--- src/rtl/adcc_pkg.sv ---
package adcc_pkg;

    // Sequencer states, in the order a transaction walks through them.
    typedef enum logic [2:0] {
        ST_IDLE  = 3'd0,
        ST_SETUP = 3'd1,
        ST_STRB  = 3'd2,
        ST_WAIT  = 3'd3,
        ST_READ  = 3'd4
    } seq_state_e;

    // Active-low converter control lines.
    typedef struct packed {
        logic cs_n;
        logic wr_n;
        logic rd_n;
    } adc_strobe_t;

    // Status byte seen by the host.
    typedef struct packed {
        logic [5:0] rsvd;
        logic       busy;
        logic       ready;
    } status_t;

    // Decoded host access for one cycle.
    typedef struct packed {
        logic start;
        logic rd_data;
        logic rd_status;
    } host_req_t;

    // Cycles of system clock covering the worst-case conversion time.
    function automatic int unsigned delay_cycles(input int unsigned sys_hz,
                                                 input int unsigned conv_us);
        return (sys_hz / 1000000) * conv_us;
    endfunction

    // System clock cycles per converter clock half-period (at least 1).
    function automatic int unsigned half_div(input int unsigned sys_hz,
                                             input int unsigned adc_hz);
        int unsigned h;
        h = sys_hz / (2 * adc_hz);
        return (h < 1) ? 1 : h;
    endfunction

    // Bits needed to hold values 0..n.
    function automatic int unsigned cnt_width(input int unsigned n);
        return (n < 1) ? 1 : $clog2(n + 1);
    endfunction

    function automatic int unsigned max3(input int unsigned a,
                                         input int unsigned b,
                                         input int unsigned c);
        int unsigned m;
        m = (a > b) ? a : b;
        return (m > c) ? m : c;
    endfunction

    // Strobe levels for each sequencer state.
    function automatic adc_strobe_t drive_of(input seq_state_e s);
        adc_strobe_t o;
        o.cs_n = 1'b1;
        o.wr_n = 1'b1;
        o.rd_n = 1'b1;
        case (s)
            ST_SETUP, ST_WAIT: o.cs_n = 1'b0;
            ST_STRB: begin
                o.cs_n = 1'b0;
                o.wr_n = 1'b0;
            end
            ST_READ: begin
                o.cs_n = 1'b0;
                o.rd_n = 1'b0;
            end
            default: o.cs_n = 1'b1;
        endcase
        return o;
    endfunction

endpackage

--- src/rtl/adcc_sync.sv ---
module adcc_sync #(
    parameter int unsigned STAGES = 2
) (
    input  logic clk,
    input  logic rst,
    input  logic d,
    output logic q
);
    // Resets to 1: the synchronized line is active low.
    logic [STAGES-1:0] chain;

    generate
        if (STAGES == 1) begin : g_one
            always_ff @(posedge clk) begin
                if (rst) chain <= '1;
                else     chain <= d;
            end
        end else begin : g_many
            always_ff @(posedge clk) begin
                if (rst) chain <= '1;
                else     chain <= {chain[STAGES-2:0], d};
            end
        end
    endgenerate

    assign q = chain[STAGES-1];
endmodule

--- src/rtl/adcc_timer.sv ---
module adcc_timer #(
    parameter int unsigned W = 8
) (
    input  logic         clk,
    input  logic         rst,
    input  logic         load,
    input  logic [W-1:0] load_val,
    output logic         done
);
    // A load of N makes done rise N cycles later, so a phase entered with
    // that load lasts exactly N cycles (N >= 1).
    logic [W-1:0] cnt;

    always_ff @(posedge clk) begin
        if (rst)               cnt <= '0;
        else if (load)         cnt <= load_val - W'(1);
        else if (cnt != '0)    cnt <= cnt - W'(1);
    end

    assign done = (cnt == '0);
endmodule

--- src/rtl/adcc_clkdiv.sv ---
module adcc_clkdiv
    import adcc_pkg::*;
#(
    parameter int unsigned HALF = 5
) (
    input  logic clk,
    input  logic rst,
    output logic div_clk
);
    localparam int unsigned CW = cnt_width(HALF);

    logic [CW-1:0] cnt;

    always_ff @(posedge clk) begin
        if (rst) begin
            cnt     <= '0;
            div_clk <= 1'b0;
        end else if (cnt == CW'(HALF - 1)) begin
            cnt     <= '0;
            div_clk <= ~div_clk;
        end else begin
            cnt <= cnt + CW'(1);
        end
    end

    // Independent run-length watcher for the half-period.
    logic [CW-1:0] chk_run;
    logic          chk_prev;

    always_ff @(posedge clk) begin
        if (rst) begin
            chk_run  <= '0;
            chk_prev <= 1'b0;
        end else begin
            chk_prev <= div_clk;
            chk_run  <= (div_clk != chk_prev) ? CW'(1) : chk_run + CW'(1);
        end
    end

    assert_half_period_R9: assert property (@(posedge clk) disable iff (rst)
        (div_clk != chk_prev) |-> (chk_run == CW'(HALF)));
endmodule

--- src/rtl/adcc_seq.sv ---
module adcc_seq
    import adcc_pkg::*;
#(
    parameter int unsigned WR_CYC      = 4,
    parameter int unsigned RD_CYC      = 3,
    parameter int unsigned DELAY_CYC   = 1000,
    parameter int unsigned SYNC_STAGES = 2
) (
    input  logic        clk,
    input  logic        rst,
    input  logic        start,
    input  logic        mode_delay,
    input  logic        intr_n,
    output adc_strobe_t strb,
    output logic        busy,
    output logic        capture,
    output logic        delay_q
);
    localparam int unsigned TW = cnt_width(max3(WR_CYC, RD_CYC, DELAY_CYC));

    seq_state_e    st, st_nx;
    logic          tm_load;
    logic [TW-1:0] tm_val;
    logic          tm_done;
    logic          eoc_n;

    adcc_sync #(.STAGES(SYNC_STAGES)) u_sync (
        .clk (clk),
        .rst (rst),
        .d   (intr_n),
        .q   (eoc_n)
    );

    // One counter serves the write strobe, the fixed wait and the read strobe.
    adcc_timer #(.W(TW)) u_tmr (
        .clk      (clk),
        .rst      (rst),
        .load     (tm_load),
        .load_val (tm_val),
        .done     (tm_done)
    );

    always_comb begin
        st_nx   = st;
        tm_load = 1'b0;
        tm_val  = '0;
        capture = 1'b0;
        case (st)
            ST_IDLE: begin
                if (start) st_nx = ST_SETUP;
            end
            ST_SETUP: begin
                st_nx   = ST_STRB;
                tm_load = 1'b1;
                tm_val  = TW'(WR_CYC);
            end
            ST_STRB: begin
                if (tm_done) begin
                    st_nx   = ST_WAIT;
                    tm_load = 1'b1;
                    tm_val  = TW'(DELAY_CYC);
                end
            end
            ST_WAIT: begin
                if (delay_q ? tm_done : !eoc_n) begin
                    st_nx   = ST_READ;
                    tm_load = 1'b1;
                    tm_val  = TW'(RD_CYC);
                end
            end
            ST_READ: begin
                if (tm_done) begin
                    st_nx   = ST_IDLE;
                    capture = 1'b1;
                end
            end
            default: st_nx = ST_IDLE;
        endcase
    end

    always_ff @(posedge clk) begin
        if (rst) begin
            st      <= ST_IDLE;
            delay_q <= 1'b0;
        end else begin
            st <= st_nx;
            if (st == ST_IDLE && start) delay_q <= mode_delay;
        end
    end

    assign strb = drive_of(st);
    assign busy = (st != ST_IDLE);

    // Poll mode: a read begins only when the raw line was low three edges ago.
    assert_eoc_before_read_R3: assert property (@(posedge clk) disable iff (rst)
        ($fell(strb.rd_n) && !delay_q) |-> !$past(intr_n, 3));
endmodule

--- src/rtl/adc_conv_ctrl.sv ---
module adc_conv_ctrl
    import adcc_pkg::*;
#(
    parameter int unsigned SYS_CLK_HZ = 10000000,
    parameter int unsigned ADC_CLK_HZ = 1000000,
    parameter int unsigned CONV_US    = 100,
    parameter int unsigned WR_CYC     = 4,
    parameter int unsigned RD_CYC     = 3,
    parameter int unsigned ADDR_W     = 8,
    parameter logic [ADDR_W-1:0] DATA_ADDR = 8'h40,
    parameter logic [ADDR_W-1:0] STAT_ADDR = 8'h42
) (
    input  logic              clk,
    input  logic              rst,
    input  logic [ADDR_W-1:0] host_addr,
    input  logic              host_wr,
    input  logic              host_rd,
    output logic [7:0]        host_rdata,
    input  logic              mode_delay,
    input  logic              irq_en,
    output logic              irq,
    output logic              adc_clk,
    output logic              adc_cs_n,
    output logic              adc_wr_n,
    output logic              adc_rd_n,
    input  logic              adc_intr_n,
    input  logic [7:0]        adc_data
);
    localparam int unsigned DELAY_CYC = delay_cycles(SYS_CLK_HZ, CONV_US);
    localparam int unsigned HALF_DIV  = half_div(SYS_CLK_HZ, ADC_CLK_HZ);
    localparam int unsigned GW        = cnt_width(DELAY_CYC + 1);
    localparam int unsigned RW        = cnt_width(RD_CYC + 1);

    host_req_t   req;
    adc_strobe_t strb;
    status_t     stat;
    logic        busy, capture, delay_q, start_ok;
    logic        ready_q;
    logic [7:0]  result_q;

    // Host decode: the data port both starts and consumes.
    always_comb begin
        req.start     = host_wr && (host_addr == DATA_ADDR);
        req.rd_data   = host_rd && (host_addr == DATA_ADDR);
        req.rd_status = host_rd && (host_addr == STAT_ADDR);
    end

    assign start_ok = req.start && !busy && !ready_q;

    adcc_seq #(
        .WR_CYC      (WR_CYC),
        .RD_CYC      (RD_CYC),
        .DELAY_CYC   (DELAY_CYC),
        .SYNC_STAGES (2)
    ) u_seq (
        .clk        (clk),
        .rst        (rst),
        .start      (start_ok),
        .mode_delay (mode_delay),
        .intr_n     (adc_intr_n),
        .strb       (strb),
        .busy       (busy),
        .capture    (capture),
        .delay_q    (delay_q)
    );

    adcc_clkdiv #(.HALF(HALF_DIV)) u_div (
        .clk     (clk),
        .rst     (rst),
        .div_clk (adc_clk)
    );

    always_ff @(posedge clk) begin
        if (rst) begin
            ready_q  <= 1'b0;
            result_q <= '0;
        end else if (capture) begin
            ready_q  <= 1'b1;
            result_q <= adc_data;
        end else if (req.rd_data) begin
            ready_q  <= 1'b0;
        end
    end

    always_comb begin
        stat.rsvd  = '0;
        stat.busy  = busy;
        stat.ready = ready_q;
    end

    always_comb begin
        if (req.rd_data)        host_rdata = result_q;
        else if (req.rd_status) host_rdata = stat;
        else                    host_rdata = '0;
    end

    assign irq      = ready_q && irq_en;
    assign adc_cs_n = strb.cs_n;
    assign adc_wr_n = strb.wr_n;
    assign adc_rd_n = strb.rd_n;

    // Checker counters at the converter pins.
    logic [GW-1:0] chk_gap;
    logic [RW-1:0] chk_rdlen;

    always_ff @(posedge clk) begin
        if (rst) begin
            chk_gap   <= '0;
            chk_rdlen <= '0;
        end else begin
            if (!adc_wr_n)                    chk_gap <= '0;
            else if (chk_gap != GW'(DELAY_CYC + 1)) chk_gap <= chk_gap + GW'(1);
            if (adc_rd_n)                     chk_rdlen <= '0;
            else if (chk_rdlen != RW'(RD_CYC + 1)) chk_rdlen <= chk_rdlen + RW'(1);
        end
    end

    assert_delay_window_R4: assert property (@(posedge clk) disable iff (rst)
        ($fell(adc_rd_n) && delay_q) |-> (chk_gap == GW'(DELAY_CYC)));

    assert_read_width_R6: assert property (@(posedge clk) disable iff (rst)
        $rose(adc_rd_n) |-> (chk_rdlen == RW'(RD_CYC)));

    assert_idle_while_unread_R5: assert property (@(posedge clk) disable iff (rst)
        ready_q |-> adc_cs_n);

    assert_read_clears_ready_R7: assert property (@(posedge clk) disable iff (rst)
        (ready_q && req.rd_data) |=> !ready_q);
endmodule

--- config.mk ---
export PLATFORM = sky130hd
export DESIGN_NAME = adc_conv_ctrl
export DESIGN_NICKNAME = d
export VERILOG_FILES = /design/src/rtl/adcc_pkg.sv /design/src/rtl/adcc_sync.sv /design/src/rtl/adcc_timer.sv /design/src/rtl/adcc_clkdiv.sv /design/src/rtl/adcc_seq.sv /design/src/rtl/adc_conv_ctrl.sv
export SDC_FILE = /design/constraint.sdc
export NUM_CORES = 1
export LEC_CHECK = 0
export BUFFER_PORTS_ARGS = -buffer_cell sky130_fd_sc_hd__buf_2
export CORE_MARGIN = 2
export CORE_UTILIZATION = 52
export DETAILED_ROUTE_END_ITERATION = 10
export GPL_ROUTABILITY_DRIVEN = 1
export GPL_TIMING_DRIVEN = 0
export HOLD_SLACK_MARGIN = 0.03
export PLACE_DENSITY = 0.78
export SYNTH_ARGS = -nofsm -noshare
export SYNTH_HDL_FRONTEND = slang
export SYNTH_SLANG_ARGS = --single-unit
--- constraint.sdc ---
create_clock -name clk -period 2.96 [get_ports clk]
set_input_delay 0.296 -clock clk [delete_from_list [all_inputs] [get_ports clk]]
set_output_delay 0.296 -clock clk [all_outputs]
set_load 0.05 [all_outputs]
==> results.md, run 1 <==
* Status: completed
* Slew Viols, Final at 0
* Maximum buffer depth of the clock tree at 2
* Critical register-to-register path startpoint: u_seq.u_tmr.cnt[0]
* Max-Cap Viols at 0
* Layout cells sized above 1 at 22.9%
* Most used DFF post-synth: dfxtp_1
* Vias in the first global route at roughly 1400
* Simple-gate share of the synthesized area at roughly 28%
* Worst slew pin tran at about 0.72 ns
* Worst vdd ir at between 0.5 and 0.6 mV
* R2r endpoint: u_seq.u_tmr.cnt[8]
* Largest net degree at the start of global routing at 11
* Pleak at ~0.81 nW
* Fmax at between 300 and 400 MHz
* Yosys warnings at 0
* Post-Syn Nets at about 210
* Global-route wire length before repair at between 5000 and 6000 um
* GPL Wtd Cong at roughly 0.83
* CTS sink cnt at 29
* Syn-to-layout area delta at 20.0%
* # DRC at 0
* Synth async-reset ratio at 0%
* Total track usage at around a quarter
* Reg2reg path depth at 8
* Fillers at 248
* Post-DRT Antenna Nets at 0
* Antenna diodes at 0
* Chip height at 58.0 um
* Post-Route WL at about 3400 um
* HPWL after DPL at 2500 um
* Die width at 58.0 um
* Post-Syn Instances at 180
* Setup TNS at 0 ns
* Post-CTS resize count at 0
* Final setup margin at 0.392 ns
* CTS Buf Count at 5
* Xor/xnor share of the synthesized area at 2.89%
* Worst Hold End: u_seq.u_sync.chain[0]
* RSZ-0062 raised after global routing: false
* Layout Utilization at 66.0%
* Rows at 19
* Crit. End Element: flop
* Register Area at about 580 um^2
* Compound-Gate Fraction of Synth Area at a little under a fifth
* CTS tree: done
* CTS clk-pin slew, worst paths at approximately 0.1 ns
* Max_slew headroom at between 50 and 60%
* WP data arrival at roughly 2.9 ns
* Starting Density at around 55%
* Post-CTS Setup Inserts at 0
* Max FO, Critical Path at 5
* WP data required at about 3.2 ns
* Syn_area_per_cell at 8.43 um^2
* Dpl ws at around 0.42 ns
* Register area share after synthesis at between 30% and 40%
* Iter 0 DRT Violations at 46
* Die area at 3370 um^2
* Final count of hold timing violations at 0
* Core Region at 2760 um^2
* Synth Cell Area at about 1500 um^2
* WS Path Type: reg -> reg
* Post-DR vias/cell at about 5.8
* Fin Clk Skew at between 0.007 and 0.008 ns
* Post-synth EDFFs at 0
* Largest family of logic cells by synthesized area: simple AND/OR/NAND/NOR gates
* Hold wc startpoint: adc_intr_n
* Post-synthesis adder-cell area fraction at about 2.5%
* Synthesis-stage register bit count at 29
* DR WL/cell at around 13 um
* Via count at 1471
* Most common cell after layout, fill and taps aside: buf_2
* Htree depth at 2
* Initial DRT Pass Iterations at 4
* Fin area at 1820 um^2
* Hold path cells at 2
* Pwr dens at approximately 680 nW/um^2
* Worst-Skew Late Latency at about 0.33 ns
* Number of hold buffers added after cts at 0
* Initial antenna violation count at 0
* Worst min path class: in -> reg
* Final worst path period need at around 2.6 ns
* IO Port Bufs at 35
* Final period utilization at about 87%
* R2R Setup Slk at 0.39 ns
* IO Count at 36
* Grt ovf at 0
* Final setup violation count at 0
* Area of the multi-input gates at 887 um^2
* Post-synthesis mux area share at under 10%
* CP startpoint kind: flop
* Clk root buf: clkbuf_4
* Yosys cell types at 40
* Most frequent cells in the layout: buf_2 (36), dfxtp_1 (29), nor2_1 (27)
* Post-layout nets at 248
* Post-Place Cell Area at 1730 um^2
==> sequential cells by signal, indices dropped and copies added, names as in the netlist <==
name,count
u_seq.st,3
ready_q,1
u_seq.u_tmr.cnt,10
result_q,8
u_seq.u_sync.chain,2
u_seq.delay_q,1
u_div.div_clk,1
u_div.cnt,3
==> report_power, final <==
group	internal [W]	switching [W]
registers	0.000437	0.0000530
clock network	0.000201	0.000146
logic	0.000183	0.000210
==> metal layers <==
| metal | vias up | part of all wire, % | global-route usage (%) | wire length, um |
|---|---|---|---|---|
| met5 | - | 0 | 0 | 0 |
| met3 | 8 | 6.7 | 6.03 | 226 |
| li1 | 737 | - | - | - |
| met1 | 666 | 43 | 27.8 | 1430 |
| met4 | 0 | 2.0 | 12.0 | 67 |
| met2 | 60 | 49 | 38.5 | 1630 |
==> layout make-up <==
| type | count | share of cell area [%] |
|---|---|---|
| Multi-Input combinational cell | 138 | 48.7 |
| Sequential cell | 29 | 31.9 |
| Timing Repair Buffer | 35 | 9.62 |
| Clock buffer | 6 | 2.82 |
| Tap cell | 31 | 2.13 |
| Clock inverter | 2 | 2.06 |
| Buffer | 8 | 1.72 |
| Inverter | 5 | 1.03 |
==> cell families (layout without fill, tap and decap cells) <==
family / count (synthesis) / in the layout
AND/OR/NAND/NOR: 82 / 82
AO/OA/AOI/OAI: 38 / 38
flip-flops: 29 / 29
buffers and inverters: 13 / 56
multiplexers: 10 / 10
XOR/XNOR: 5 / 5
adder cells (fa/ha/maj): 3 / 3
==> cells in the mapped netlist, types with 5 or more instances <==
cell type / count / area (um^2)
nor4_1: 8 / 50.1
nor3_1: 6 / 30.0
nor2_1: 27 / 101
dfxtp_1: 29 / 581
inv_1: 5 / 18.8
and2_1: 10 / 62.6
mux2i_1: 10 / 100
nand3_1: 5 / 25.0
o21ai_0: 5 / 25.0
clkbuf_1: 6 / 22.5
a21oi_1: 10 / 50.1
nand2_1: 10 / 37.5
==> critical path, cell delays in order (launching register included) <==
cell,delay [ns]
dfxtp_1,0.35
nor4_1,0.66
a41oi_1,0.29
nor2_1,0.33
a21oi_1,0.08
ha_1,0.26
o2111a_4,0.19
a41oi_2,0.17
o311a_1,0.18
==> worst max-delay path by stage <==
stage               slack [ns]          startpoint  cells past startpoint            endpoint
finish                    0.39  u_seq.u_tmr.cnt[0]                      8  u_seq.u_tmr.cnt[8]
global route              0.12  u_seq.u_tmr.cnt[0]                      8  u_seq.u_tmr.cnt[8]
CTS                       0.39  u_seq.u_tmr.cnt[0]                      8  u_seq.u_tmr.cnt[8]
detailed placement        0.42  u_seq.u_tmr.cnt[0]                      8  u_seq.u_tmr.cnt[8]
global placement          0.47  u_seq.u_tmr.cnt[0]                      8  u_seq.u_tmr.cnt[8]
floorplan                 0.31        host_addr[5]                      4       host_rdata[1]
==> through the flow <==
| stage | total power, W | instances | hold slack [ns] |
|---|---|---|---|
| 3_3_place_gp | 0.000884 | 246 | 0.392 |
| 3_5_place_dp | 0.000891 | 246 | 0.400 |
| 5_1_grt | 0.00132 | 254 | 0.154 |
| 4_1_cts | 0.00123 | 254 | 0.144 |
| 2_1_floorplan | 0.000808 | 180 | 0.389 |
| 6_report | 0.00123 | 254 | 0.154 |
Power figures use the tool's default switching activity.
==> run 2: changes to the inputs <==
Settings changed: ABC_AREA set to 1, CORE_UTILIZATION 52 to 53, PLACE_DENSITY 0.78 to 0.79.
==> run 2 against run 1 <==
Non-clock buffer count decreased by 5. Critical path depth increased by 6. Power increased by 25%. Global-route usage decreased by 0.73 points. Sequential power decreased by 1%. Hold slack got worse by 0.0048 ns. Clock skew about the same. Critical endpoint is now u_seq.u_tmr.cnt[6]. Sequential cell count unchanged. Highest routed layer unchanged.
==> results.md, run 2 <==
* Status: completed (unchanged)
* Post-CTS resize count at 0 (unchanged)
* Syn_area_per_cell at 7.21 um^2 (was 8.43 um^2)
* Critical path startpoint: u_seq.u_tmr.cnt[4] (was u_seq.u_tmr.cnt[0])
* Crit. End Element: flop (unchanged)
* Worst min path class: in -> reg (unchanged)
* Max-Cap Viols at 0 (unchanged)
* Fillers at 260 (was 248)
* Htree depth at 2 (unchanged)
* Iter 0 DRT Violations at 53 (was 46)
* Most common cell after layout, fill and taps aside: nand2_1 (was buf_2)
* CTS sink cnt at 29 (unchanged)
* Slowest CP cell: dfxtp_1 (was nor4_1)
* GPL Wtd Cong at 0.822 (was 0.831)
* Count leader, synth: nand2_1 (was dfxtp_1)
* CTS clk-pin slew, worst paths at 0.09 ns (was 0.10 ns)
* Post-Syn Nets at 243 (was 206)
* Largest regs: u_seq.u_tmr.cnt x10, result_q x8 (unchanged)
* Worst-path cell chain: nor2_1, nand3_1, o21bai_2, nand3_2, buf_6, o21ai_2, inv_1, ha_1, nand3_2, nor2_4, nand3_1, nand2_1, nand2_1, nor2_2 (was nor4_1, a41oi_1, nor2_1, a21oi_1, ha_1, o2111a_4, a41oi_2, o311a_1)
* Overall Power at 0.00153 W (was 0.00123 W)
* Synth async-reset ratio at 0% (unchanged)
* Post-Syn Instances at 217 (was 180)
* Die width at 58.3 um (was 58.0 um)
* Register area share after synthesis at 37.1% (was 38.3%)
* Initial antenna violation count at 0 (unchanged)
* Final worst path period need at 2.06 ns (was 2.57 ns)
* # DRC at 0 (unchanged)
* Top cells by area, synth: dfxtp_1 (37%), nand2_1 (9.1%), inv_1 (6.7%) (was dfxtp_1 (38%), nor2_1 (6.7%), mux2i_1 (6.6%))
* CP peak stage delay at 0.34 ns (was 0.66 ns)
* Largest net degree at the start of global routing at 11 (unchanged)
* Core Region at 2780 um^2 (was 2760 um^2)
* Antenna diodes at 0 (unchanged)
* Global-route wire length before repair at 5800 um (was 5950 um)
* WP data arrival at 2.28 ns (was 2.85 ns)
* RSZ-0062 raised after global routing: false (unchanged)
* CTS tree: done (unchanged)
* Cells after DPL at 282 (was 246)
* Register Area at 581 um^2 (unchanged)
* Initial DRT Pass Iterations at 4 (unchanged)
* Post-CTS Setup Inserts at 0 (unchanged)
* WP data required at 3.18 ns (was 3.24 ns)
* Post-synth EDFFs at 0 (unchanged)
* Maximum buffer depth of the clock tree at 2 (unchanged)
* CTS Buf Count at 5 (unchanged)
* Total track usage at 22.5% (was 23.3%)
* Setup TNS at 0 ns (unchanged)
* Grt ovf at 0 (unchanged)
* Commonest cells in the netlist: nand2_1 (38), dfxtp_1 (29), inv_1 (28), nor2_1 (28), a21oi_1 (15) (was dfxtp_1 (29), nor2_1 (27))
* Dpl ws at 0.927 ns (was 0.417 ns)
* Via count at 1485 (was 1471)
* Max_slew headroom at 65.9% (was 51.6%)
* Post-DR vias/cell at 5.14 (was 5.79)
* Final period utilization at 69.8% (was 86.8%)
* Final setup violation count at 0 (unchanged)
* HPWL after DPL at 2560 um (was 2500 um)
* Top-area cell type share of the netlist area at 37.1% (was 38.3%)
* Hold wc startpoint: adc_intr_n (unchanged)
* Most used DFF post-synth: dfxtp_1 (unchanged)
* Area of the multi-input gates at 835 um^2 (was 887 um^2)
* Fin Clk Skew at 0.00742 ns (was 0.00766 ns)
* Syn-to-layout area delta at 16.9% (was 20.0%)
* Fmax at 484 MHz (was 389 MHz)
* Worst slew pin tran at 0.511 ns (was 0.719 ns)
* Synthesis-stage register bit count at 29 (unchanged)
* Slew Viols, Final at 0 (unchanged)
* Post-Route WL at 3380 um (was 3360 um)
* Critical register-to-register path startpoint: u_seq.u_tmr.cnt[4] (was u_seq.u_tmr.cnt[0])
* Most frequent cells in the layout: nand2_1 (38), buf_2 (34), dfxtp_1 (29) (was buf_2 (36), dfxtp_1 (29), nor2_1 (27))
* Die area at 3400 um^2 (was 3370 um^2)
* CP startpoint kind: flop (unchanged)
* Largest register FFs at 10 (unchanged)
* Yosys warnings at 0 (unchanged)
* Final hold slack at 0.149 ns (was 0.154 ns)
* Vias in the first global route at 1384 (was 1416)
* Yosys cell types at 32 (was 40)
* Post-DRT Antenna Nets at 0 (unchanged)
* DR WL/cell at 11.7 um (was 13.2 um)
* IO Count at 36 (unchanged)
* Final setup margin at 0.895 ns (was 0.392 ns)
* Layout cells sized above 1 at 27.9% (was 22.9%)
* Final count of hold timing violations at 0 (unchanged)
* Post-layout nets at 284 (was 248)
* Pleak at 0.859 nW (was 0.814 nW)
* Clk root buf: clkbuf_4 (unchanged)
* IO Port Bufs at 34 (was 35)
* Max FO, Critical Path at 10 (was 5)
* Non-Filler Instances at 289 (was 254)
* Largest Register: u_seq.u_tmr.cnt (unchanged)
* Chip height at 58.3 um (was 58.0 um)
* Worst vdd ir at 0.681 mV (was 0.597 mV)
* Pwr dens at 840 nW/um^2 (was 675 nW/um^2)
* Leading area contributor after synthesis: dfxtp_1 (unchanged)
* Number of hold buffers added after cts at 0 (unchanged)
* Synth Cell Area at 1560 um^2 (was 1520 um^2)
* Starting Density at 56.2% (was 55.0%)
* WS Path Type: reg -> reg (unchanged)
* Worst-Skew Late Latency at 0.33 ns (about the same)
* Rows at 19 (unchanged)
## run 2: changes by cell type in the layout (fill, tap and decap cells not counted), sizes merged, moves of 5 or more
cell / previous run / this run
nand2: 10 / 41
mux2i: 10 / 0
nor4: 8 / 1
and2: 10 / 0
inv: 5 / 33
nand3: 5 / 19
o21ai: 5 / 14
a21oi: 10 / 15
nor2: 27 / 36
## run 2: area by class of cell
| cell class | count | area share [%] |
|---|---|---|
| buffer | 4 | 1.23 |
| clock buffer | 7 | 3.01 |
| inverter | 33 | 6.91 |
| multi-input combinational | 151 | 45.7 |
| sequential | 29 | 31.8 |
| tap | 31 | 2.12 |
| timing repair buffer | 34 | 9.31 |
## run 2: path summary, 6_finish.rpt
kind	to	slack, ns	cells after the start
min	u_seq.u_sync.chain[0]	0.15	2
min reg2reg	u_seq.u_sync.chain[1]	0.41	1
max	u_seq.u_tmr.cnt[6]	0.90	14
max reg2reg	u_seq.u_tmr.cnt[6]	0.90	14
## run 2: power by group
| part | internal (W) | switching, W |
|---|---|---|
| combinational | 0.000270 | 0.000536 |
| sequential | 0.000450 | 0.0000356 |
| clock | 0.000112 | 0.000132 |
| total | 0.000831 | 0.000704 |
## run 2: critical path: cells and delay by family, from the launching register on
family / cells / cell delay [ns]
AND/OR/NAND/NOR: 9 / 0.82
flip-flops: 1 / 0.34
buffers and inverters: 2 / 0.28
AO/OA/AOI/OAI: 2 / 0.25
adder cells (fa/ha/maj): 1 / 0.25
## run 2: routing by layer
metal / GRT usage [%] / part of all wire [%] / vias to the layer above
li1: - / - / 775
met1: 27.4 / 47 / 679
met2: 37.6 / 48 / 26
met3: 6.59 / 3.8 / 5
met4: 8.64 / 1.4 / 0
met5: 0 / 0 / -
## run 2: metrics by stage
stage,area [um^2],utilization [%]
floorplan,1560,-
global placement,1770,63.7
detailed placement,1770,63.7
CTS,1830,65.7
global route,1830,65.7
finish,1830,65.7
## run 2: kinds of logic (layout without fill, tap and decap cells)
family | count (synthesis) | count (layout) | share of synthesized area [%]
compound gates | 35 | 35 | 12.3
xor+xnor | 2 | 2 | 1.12
fa+ha+maj | 3 | 3 | 2.40
buf+inv | 37 | 78 | 9.52
flops | 29 | 29 | 37.1
simple gates | 111 | 111 | 37.5
